`src/rtl/gpio_bitwatch_pkg.sv`:
```
package gpio_bitwatch_pkg;
  // offsets from the base address
  localparam int unsigned OFS_CTRL   = 0;
  localparam int unsigned OFS_TADDR  = 1;
  localparam int unsigned OFS_LEVEL  = 8;
  localparam int unsigned OFS_TBIT   = 9;
  // bit position of the global monitor switch in the control byte
  localparam int unsigned MON_EN_BIT = 7;
endpackage

```
`src/rtl/gpio_bitwatch_sync.sv`:
```
module gpio_bitwatch_sync #(
  parameter int unsigned W = 5
) (
  input  logic         clk,
  input  logic         rst_n,
  input  logic [W-1:0] din,
  output logic [W-1:0] dout
);
  logic [W-1:0] stage1;
  logic [1:0]   warm;

  for (genvar i = 0; i < W; i++) begin : g_bit
    always_ff @(posedge clk or negedge rst_n) begin
      if (!rst_n) begin
        stage1[i] <= 1'b0;
        dout[i]   <= 1'b0;
      end else begin
        stage1[i] <= din[i];
        dout[i]   <= stage1[i];
      end
    end
  end

  always_ff @(posedge clk or negedge rst_n) begin
    if (!rst_n)             warm <= 2'd0;
    else if (warm != 2'd2)  warm <= warm + 2'd1;
  end


  sync_latency_chk: assert property (@(posedge clk) disable iff (!rst_n)
    (warm == 2'd2) |-> (dout == $past(din, 2)));
endmodule

```
`src/rtl/gpio_bitwatch_table.sv`:
```
module gpio_bitwatch_table #(
  parameter int unsigned N  = 5,
  parameter int unsigned AW = 8,
  parameter int unsigned BW = 3
) (
  input  logic            clk,
  input  logic            rst_n,
  input  logic [N-1:0]    we_addr,
  input  logic [N-1:0]    we_bit,
  input  logic [AW-1:0]   wdata_addr,
  input  logic [BW-1:0]   wdata_bit,
  output logic [N*AW-1:0] tab_addr,
  output logic [N*BW-1:0] tab_bit
);
  for (genvar i = 0; i < N; i++) begin : g_entry
    always_ff @(posedge clk or negedge rst_n) begin
      if (!rst_n) begin
        tab_addr[i*AW +: AW] <= '0;
        tab_bit[i*BW +: BW]  <= '0;
      end else begin
        if (we_addr[i]) tab_addr[i*AW +: AW] <= wdata_addr;
        if (we_bit[i])  tab_bit[i*BW +: BW]  <= wdata_bit;
      end
    end
  end


  table_hold_chk: assert property (@(posedge clk) disable iff (!rst_n)
    (we_addr == '0 && we_bit == '0) |=> ($stable(tab_addr) && $stable(tab_bit)));
endmodule

```
`src/rtl/gpio_bitwatch_poll.sv`:
```
module gpio_bitwatch_poll #(
  parameter int unsigned N  = 5,
  parameter int unsigned AW = 8,
  parameter int unsigned DW = 8,
  parameter int unsigned BW = 3
) (
  input  logic            clk,
  input  logic            rst_n,
  input  logic [N*AW-1:0] tab_addr,
  input  logic [N*BW-1:0] tab_bit,
  output logic [AW-1:0]   look_addr,
  input  logic [DW-1:0]   look_data,
  output logic [N-1:0]    mon_bits
);
  localparam int unsigned IW = (N > 1) ? $clog2(N) : 1;

  logic [IW-1:0] idx;
  logic [BW-1:0] sel_bit;

  assign look_addr = tab_addr[int'(idx)*AW +: AW];
  assign sel_bit   = tab_bit[int'(idx)*BW +: BW];

  always_ff @(posedge clk or negedge rst_n) begin
    if (!rst_n) begin
      idx      <= '0;
      mon_bits <= '0;
    end else begin
      idx           <= (idx == IW'(N-1)) ? '0 : idx + 1'b1;
      mon_bits[idx] <= look_data[sel_bit];
    end
  end


  poll_range_chk: assert property (@(posedge clk) disable iff (!rst_n)
    int'(idx) < N);

  // only the entry polled in the previous cycle may change
  mon_single_chk: assert property (@(posedge clk) disable iff (!rst_n)
    1'b1 |=> (((mon_bits ^ $past(mon_bits)) & ~(N'(1) << $past(idx))) == '0));
endmodule

```
`src/rtl/gpio_bitwatch.sv`:
```
module gpio_bitwatch
  import gpio_bitwatch_pkg::*;
#(
  parameter int unsigned   NPINS = 5,
  parameter int unsigned   AW    = 8,
  parameter int unsigned   DW    = 8,
  parameter logic [AW-1:0] BASE  = 8'h20
) (
  input  logic             clk,
  input  logic             rst_n,
  input  logic [AW-1:0]    reg_addr,
  input  logic [DW-1:0]    reg_wdata,
  input  logic             reg_wr,
  input  logic             reg_rd,
  output logic [DW-1:0]    reg_rdata,
  output logic [AW-1:0]    look_addr,
  input  logic [DW-1:0]    look_data,
  input  logic [NPINS-1:0] pin_in,
  output logic [NPINS-1:0] pin_out,
  output logic [NPINS-1:0] pin_oe
);
  localparam int unsigned   BW      = $clog2(DW);
  localparam logic [AW-1:0] A_CTRL  = BASE + AW'(OFS_CTRL);
  localparam logic [AW-1:0] A_LEVEL = BASE + AW'(OFS_LEVEL);

  logic [NPINS-1:0]    dir_q, drive_q, sensed, mon_bits, level;
  logic                mon_en_q;
  logic [NPINS-1:0]    hit_ta, hit_tb;
  logic                hit_ctrl, hit_level, hit_any;
  logic [NPINS*AW-1:0] tab_addr;
  logic [NPINS*BW-1:0] tab_bit;

  assign hit_ctrl  = (reg_addr == A_CTRL);
  assign hit_level = (reg_addr == A_LEVEL);
  for (genvar i = 0; i < NPINS; i++) begin : g_dec
    assign hit_ta[i] = (reg_addr == BASE + AW'(OFS_TADDR + i));
    assign hit_tb[i] = (reg_addr == BASE + AW'(OFS_TBIT + i));
  end
  assign hit_any = hit_ctrl | hit_level | (|hit_ta) | (|hit_tb);

  always_ff @(posedge clk or negedge rst_n) begin
    if (!rst_n) begin
      dir_q    <= '0;
      drive_q  <= '0;
      mon_en_q <= 1'b0;
    end else if (reg_wr) begin
      if (hit_ctrl) begin
        dir_q    <= reg_wdata[NPINS-1:0];
        mon_en_q <= reg_wdata[MON_EN_BIT];
      end
      if (hit_level) drive_q <= reg_wdata[NPINS-1:0];
    end
  end

  gpio_bitwatch_sync #(.W(NPINS)) u_sync (
    .clk(clk), .rst_n(rst_n), .din(pin_in), .dout(sensed)
  );

  gpio_bitwatch_table #(.N(NPINS), .AW(AW), .BW(BW)) u_table (
    .clk(clk), .rst_n(rst_n),
    .we_addr(hit_ta & {NPINS{reg_wr}}),
    .we_bit(hit_tb & {NPINS{reg_wr}}),
    .wdata_addr(reg_wdata[AW-1:0]),
    .wdata_bit(reg_wdata[BW-1:0]),
    .tab_addr(tab_addr), .tab_bit(tab_bit)
  );

  gpio_bitwatch_poll #(.N(NPINS), .AW(AW), .DW(DW), .BW(BW)) u_poll (
    .clk(clk), .rst_n(rst_n),
    .tab_addr(tab_addr), .tab_bit(tab_bit),
    .look_addr(look_addr), .look_data(look_data),
    .mon_bits(mon_bits)
  );

  assign level   = mon_en_q ? mon_bits : ((dir_q & drive_q) | (~dir_q & sensed));
  assign pin_out = mon_en_q ? mon_bits : drive_q;
  assign pin_oe  = dir_q;

  always_comb begin
    reg_rdata = '0;
    if (reg_rd) begin
      if (hit_ctrl) begin
        reg_rdata[NPINS-1:0]  = dir_q;
        reg_rdata[MON_EN_BIT] = mon_en_q;
      end
      if (hit_level) reg_rdata[NPINS-1:0] = level;
      for (int i = 0; i < NPINS; i++) begin
        if (hit_ta[i]) reg_rdata = DW'(tab_addr[i*AW +: AW]);
        if (hit_tb[i]) reg_rdata = DW'(tab_bit[i*BW +: BW]);
      end
    end
  end


  oe_hold_chk: assert property (@(posedge clk) disable iff (!rst_n)
    !(reg_wr && hit_ctrl) |=> $stable(pin_oe));


  out_hold_chk: assert property (@(posedge clk) disable iff (!rst_n)
    (!reg_wr && !mon_en_q) |=> $stable(pin_out));


  reserved_read_chk: assert property (@(posedge clk) disable iff (!rst_n)
    (reg_rd && !hit_any) |-> (reg_rdata == '0));


  reserved_write_chk: assert property (@(posedge clk) disable iff (!rst_n)
    (reg_wr && !hit_any) |=> ($stable(dir_q) && $stable(drive_q) && $stable(mon_en_q)));
endmodule

```
`config.mk`:
```
export PLATFORM = sky130hd
export DESIGN_NAME = gpio_bitwatch
export DESIGN_NICKNAME = d
export VERILOG_FILES = /design/src/rtl/gpio_bitwatch_pkg.sv /design/src/rtl/gpio_bitwatch_sync.sv /design/src/rtl/gpio_bitwatch_table.sv /design/src/rtl/gpio_bitwatch_poll.sv /design/src/rtl/gpio_bitwatch.sv
export SDC_FILE = /design/constraint.sdc
export NUM_CORES = 1
export LEC_CHECK = 0
export BUFFER_PORTS_ARGS = -buffer_cell sky130_fd_sc_hd__buf_4
export CAP_MARGIN = 0
export CORE_MARGIN = 2
export CORE_UTILIZATION = 38
export DETAILED_ROUTE_END_ITERATION = 8
export SYNTH_ARGS = -nofsm -noshare
export SYNTH_HDL_FRONTEND = slang
export SYNTH_SLANG_ARGS = --single-unit
```
`constraint.sdc`:
```
create_clock -name clk -period 7.8 [get_ports clk]
set_clock_uncertainty 0.1 [all_clocks]
set_input_delay 1.56 -clock clk [delete_from_list [all_inputs] [get_ports clk]]
set_output_delay 1.56 -clock clk [all_outputs]
set_load 0.05 [all_outputs]
```
==> impl_results.md, run 1 <==
- Level count of the clock H-tree: 3
- RR Startpoint: u_poll.idx[0]
- Final hold vios: 0
- Hold-fix buffers, CTS: 0
- Internal power: between 0.8 and 0.9 mW
- Chip width: between 100 and 150 µm
- Reg-to-reg slack, setup: between 5 and 6 ns
- Syn avg cell area: between 10 and 15 µm²
- Worst slack, placed: between 2 and 2.5 ns
- Status: completed
- Final min period: approximately 5.7 ns
- Most frequent cell after synthesis: dfrtp_1
- Final net count: approximately 510
- First-pass DRT Iterations: 5
- Die Ht: 114 µm
- Period utilization: 0.735
- Setup Crit Path Kind: in2out
- Seq pwr share: 0.447
- Utilization after layout: 0.461
- Post-Synthesis Cells: 423
- Grt ovf: 0
- Clock sink total: 84
- Area contributors post-synth: dfrtp_1 46%, mux2_2 18%, mux4_2 3.9%
- Share of cells above drive strength 1: 0.368
- DRC Markers: 0
- Sw Share: 0.243
- Clk pwr share: 0.442
- Max_slew headroom: 0.360
- Crit. End Element: output pin
- Initial Util: 0.386
- Post-DRT Antenna Nets: 0
- Initial antenna violation count: 0
- Critical path arrival: roughly 4.1 ns
- Peak supply drop: between 0.15 and 0.2 mV
- Drt total wl: around 13000 µm
- Largest net degree at the start of global routing: 75
- Commonest cells in the netlist: 84 x dfrtp_1, 74 x mux2_2, 26 x nor2_1
- Syn nets: roughly 460
- Post-DP HPWL: around 9100 µm
- I/O Buffers: between 50 and 60
- CP max FO: 11
- Post-synth cell types: between 50 and 60
- Tot GR Track Use: 0.209
- Global placer's final weighted congestion: roughly 0.9
- Synth-to-Final Area Change: 19.2%
- WL per Instance: a little over 20 µm
- #FFs+latches synth: between 80 and 90
- Max Slew Vio Count: 0
- Setup WS post-layout: slightly above 2 ns
- Core Area: ~12000 µm²
- Number of placement rows: 40
- Combinational Power Share: 0.111
- Sw power: between 0.2 and 0.3 mW
- First-pass GRT wire length: between 20000 and 25000 µm
- Via density: 5.79
- Worst Path Required: 6.14 ns
- Post-synth top area cell: dfrtp_1
- Iteration-0 DRC Markers: 183
- Clk Latency, worst-skew pair: ~0.34 ns
- Cells resized by post-CTS repair: 0
- Top-area cell type share of the netlist area: 0.457
- Final setup vio count: 0
- Ys flop type: dfrtp_1
- Startpoint types: input pin
- CTS tree: done
- Seq/Total Area, Yosys: 0.457
- Num CTS Buffers: 9
- Syn. warnings: 0
- Max_cap viols: 0
- Fraction of registers with async set/reset: 1.00
- Root buf cell: clkbuf_16
- Setup bufs post-CTS: 0
- Reg2Reg Depth: 7
- Clock transition at the registers of the reported paths: 0.06 ns
- Hold Path Cell Cnt: 0
- Total number of vias: between 3k and 4k
- WHS Endpoint: u_sync.dout[4]
- Capturing point of the worst reg2reg path: u_poll.mon_bits[3]
- P_leak: between 2 and 2.5 nW
- Worst-Margin Slew: around 0.96 ns
- FMAX: approximately 170 MHz
- Power density over the cells: between 150 and 200 nW/µm²
- Final setup TNS: 0 ns
- Total power: 1.07 mW
- N_diodes: 0
- HP Start: u_sync.stage1[4]
- I/O pin count: 59
- EDFF count, synth: 0
- Vias in the first global route: 3644
- Max Root-Sink Buffers: 2
- Die Area: between 10000 and 15000 µm²
- Mapped cell area: 4600 µm²
- Unrepaired setup endpoints after global routing: no
- Hold Crit Class: reg2reg
## layout by cell type, fill, tap and decap left out, types with 3 or more instances in the layout
cell type / count
a31oi_1: 8
inv_1: 21
a21oi_1: 18
buf_4: 62
nor3_1: 6
clkbuf_16: 9
nor2_1: 26
mux2_2: 74
o311ai_0: 5
o21ai_0: 24
nand2b_1: 6
or3_1: 3
nand3_1: 10
a22oi_1: 5
nor2b_1: 4
mux2i_1: 7
nand2_1: 25
mux4_2: 8
a211oi_1: 4
dfrtp_1: 84
a221oi_1: 6
o22ai_1: 6
nor2_2: 3
a32oi_1: 3
clkbuf_8: 3
## layout make-up
cell class / instances / area, µm²
clock buffer: 12 / 267
timing repair buffer: 62 / 465
tap: 147 / 184
inverter: 21 / 78.8
clock inverter: 4 / 70.1
sequential: 84 / 2100
multi-input combinational: 293 / 2320
fill: 1121 / 6420
## logic make-up after synthesis
group                      count (synthesis)  synth area share
AOI/OAI and AO/OA                         97             0.141
and+or+nand+nor                          105             0.122
muxes                                     89             0.235
DFF                                       84             0.457
adders and majority gates                  2           0.00544
buffers and inverters                     46            0.0394
## sequential cells by signal, summed over array words and instances (netlist names)
register	count
u_table.tab_bit	15
u_poll.idx	3
mon_en_q	1
u_table.tab_addr	40
u_sync.dout	5
u_sync.stage1	5
pin_oe	5
u_poll.mon_bits	5
drive_q	5
## worst max-delay path by stage
stage	slack [ns]	start	endpoint
floorplan	1.97	reg_addr[4]	reg_rdata[0]
global placement	2.09	reg_addr[4]	reg_rdata[0]
detailed placement	2.06	reg_addr[4]	reg_rdata[0]
CTS	2.06	reg_addr[4]	reg_rdata[0]
global route	1.98	reg_addr[4]	reg_rdata[0]
finish	2.06	reg_addr[4]	reg_rdata[0]
## per-layer routing
layer	vias up	track usage	share of wire
met2	110	0.347	0.49
met3	15	0.0471	0.045
met1	1818	0.282	0.45
li1	1663	-	-
met5	-	0	0
met4	0	0.0472	0.012
## power by group through the flow
stage | clock network, mW | registers [mW] | logic, mW
2_1_floorplan | 0 | 0.482 | 0.0715
3_3_place_gp | 0 | 0.485 | 0.118
3_5_place_dp | 0 | 0.486 | 0.120
4_1_cts | 0.483 | 0.478 | 0.120
5_1_grt | 0.502 | 0.481 | 0.130
6_report | 0.474 | 0.479 | 0.120
## critical path, cell delays in order
cell	delay (ns)
buf_4	0.11
or4b_1	0.82
nor3_4	0.48
a22oi_2	0.09
o22ai_1	0.24
o221ai_1	0.14
a221oi_1	0.37
buf_4	0.27
## through the flow
step	area [µm²]	instances	hold WS, ns
floorplan	4600	423	0.231
detailed placement	5150	607	0.236
CTS	5490	623	0.249
global route	5490	623	0.259
global placement	5150	607	0.234
finish	5490	623	0.246
No activity file was read; power rests on OpenSTA's default activity.
==> inputs of run 2 (changes only) <==
==> constraint.sdc (replaced) <==
create_clock -name clk -period 6 [get_ports clk]
set_clock_uncertainty 0.1 [all_clocks]
set_input_delay 1.2 -clock clk [delete_from_list [all_inputs] [get_ports clk]]
set_output_delay 1.2 -clock clk [all_outputs]
set_load 0.05 [all_outputs]
==> impl_results.md, run 2 (synthesized netlist as in run 1, its figures left out) <==
- Status: completed
- Startpoint types: input pin
- Clock sink total: 84 (unchanged)
- Critical path arrival: 3.71 ns (-0.37 ns)
- Global placer's final weighted congestion: 0.900 (-0.42%)
- Crit. End Element: output pin
- Commonest non-fill, non-tap cell in the layout: dfrtp_1
- P_leak: 2.44 nW (-0.17%)
- Hold Crit Class: reg2reg
- CTS tree: done
- Finished layout cell area: 5480 µm² (-0.21%)
- Worst Path Required: 4.70 ns (-1.44 ns)
- Sw Share: 0.248 (+0.00466)
- Seq pwr share: 0.454 (+0.007)
- Die Ht: 114 µm (unchanged)
- Clock transition at the registers of the reported paths: 0.06 ns (about the same)
- Final setup vio count: 0 (unchanged)
- Level count of the clock H-tree: 3 (unchanged)
- Period utilization: 0.836
- Most frequent cells in the layout: 84 x dfrtp_1, 74 x mux2_2, 63 x buf_4
- N_diodes: 0 (unchanged)
- WHS Endpoint: u_sync.dout[2]
- Regs by FF count: u_table.tab_addr: 40 flops, u_table.tab_bit: 15 flops
- Placed inst area: 5160 µm² (+0.15%)
- Setup WS post-layout: 0.987 ns (-1.08 ns)
- Clk Latency, worst-skew pair: 0.35 ns (about the same)
- Post-DRT Antenna Nets: 0 (unchanged)
- Total number of vias: 3632 (+0.72%)
- Max Slew Vio Count: 0 (unchanged)
- Reg area: 2100 µm² (unchanged)
- FMAX: roughly 200 MHz
- Worst slack, placed: 1.02 ns (-1.05 ns)
- Vias in the first global route: 3604 (-1.1%)
- First-pass DRT Iterations: 5 (unchanged)
- Share of cells above drive strength 1: 0.367 (-0.000771)
- First-pass GRT wire length: 20500 µm (-0.40%)
- Final setup TNS: 0 ns (unchanged)
- WL per Instance: 20.5 µm (-1.0%)
- Total power: 1.37 mW (+28%)
- Largest net degree at the start of global routing: 75 (unchanged)
- Initial Util: 0.386 (unchanged)
- Max_slew headroom: 0.364 (+0.00442)
- RR Startpoint: u_poll.idx[0]
- HP Start: u_sync.stage1[2]
- Reg-to-reg slack, setup: 3.36 ns (-1.78 ns)
- Reg2Reg Depth: 7 (unchanged)
- I/O Buffers: 58 (unchanged)
- Unrepaired setup endpoints after global routing: no
- Via density: 5.82 (+0.56%)
- Max_cap viols: 0 (unchanged)
- Chip width: 114 µm (unchanged)
- Max Root-Sink Buffers: 2 (unchanged)
- Num CTS Buffers: 9 (unchanged)
- Final net count: 507 (+0.20%)
- Reg with most FFs: u_table.tab_addr
- Hold WS: 0.252 ns (+0.00632 ns)
- Setup bufs post-CTS: 0 (unchanged)
- Fill count: 1116 (-0.45%)
- I/O pin count: 59 (unchanged)
- Combinational Power Share: 0.113 (+0.002)
- Utilization after layout: 0.460 (-0.000945)
- DRC Markers: 0 (unchanged)
- Worst-Margin Slew: 0.953 ns (-0.00662 ns)
- Setup Crit Path Kind: in2out
- Initial antenna violation count: 0 (unchanged)
- Number of placement rows: 40 (unchanged)
- Grt ovf: 0 (unchanged)
- Power density over the cells: 251 nW/µm² (+28%)
- Hold Path Cell Cnt: 0 (unchanged)
- Root buf cell: clkbuf_16
- Drt total wl: 12800 µm (-0.85%)
- Synth-to-Final Area Change: 18.9%
- Max reg flops: 40 (unchanged)
- Tot GR Track Use: 0.210 (+0.00125)
- Sw power: 0.340 mW (+30%)
- Post-DP HPWL: 9060 µm (-0.45%)
- Internal power: 1.03 mW (+27%)
- Peak supply drop: 0.201 mV (+11%)
- Iteration-0 DRC Markers: 216 (+18%)
- Die Area: 13000 µm² (unchanged)
- Final min period: ~5.0 ns
- Cells after DPL: 608 (+0.16%)
- Clk pwr share: 0.433 (-0.009)
- Hold-fix buffers, CTS: 0 (unchanged)
- Core Area: 11900 µm² (unchanged)
- CP max FO: 11 (unchanged)
- Capturing point of the worst reg2reg path: u_poll.mon_bits[3]
- Final hold vios: 0 (unchanged)
- Fin cells: 624 (+0.16%)
- Cells resized by post-CTS repair: 0 (unchanged)
- Multi-input gate area: 2320 µm² (unchanged)
## run 2: cell type report
| cell class | count | area share |
|---|---|---|
| Multi-Input combinational cell | 293 | 0.424 |
| Sequential cell | 84 | 0.384 |
| Timing Repair Buffer | 63 | 0.0864 |
| Clock buffer | 11 | 0.0443 |
| Tap cell | 147 | 0.0336 |
| Inverter | 21 | 0.0144 |
| Clock inverter | 5 | 0.0137 |
## run 2: power by group through the flow
stage	combinational (mW)	clock (mW)	sequential (mW)
final	0.155	0.594	0.622
after global routing	0.169	0.635	0.625
after CTS	0.157	0.605	0.622
after detailed placement	0.156	0	0.632
after global placement	0.154	0	0.631
after floorplan	0.0930	0	0.626
## run 2: worst max-delay path, cell delays in order
cell and delay, ns:
buf_4 0.11, or4b_1 0.82, nor3_4 0.49, a22oi_2 0.09, o22ai_1 0.22, o221ai_1 0.16
a221oi_1 0.36, buf_4 0.26
## run 2: worst max-delay path by stage
| stage | depth (start not counted) | slack [ns] | startpoint | endpoint |
|---|---|---|---|---|
| after floorplan | 7 | 0.89 | reg_addr[4] | reg_rdata[0] |
| after global placement | 8 | 1.01 | reg_addr[4] | reg_rdata[0] |
| after detailed placement | 8 | 1.02 | reg_addr[4] | reg_rdata[0] |
| after CTS | 8 | 1.02 | reg_addr[4] | reg_rdata[0] |
| after global routing | 8 | 0.86 | reg_addr[4] | reg_rdata[0] |
| final | 8 | 0.99 | reg_addr[4] | reg_rdata[0] |
## run 2: layer usage
metal  global-route usage  routed length [µm]  vias up
li1                     -                   -     1665
met1                0.281                5350     1811
met2                0.340                6280      131
met3               0.0445                 827       25
met4               0.0772                 316        0
met5                    0                   0        -
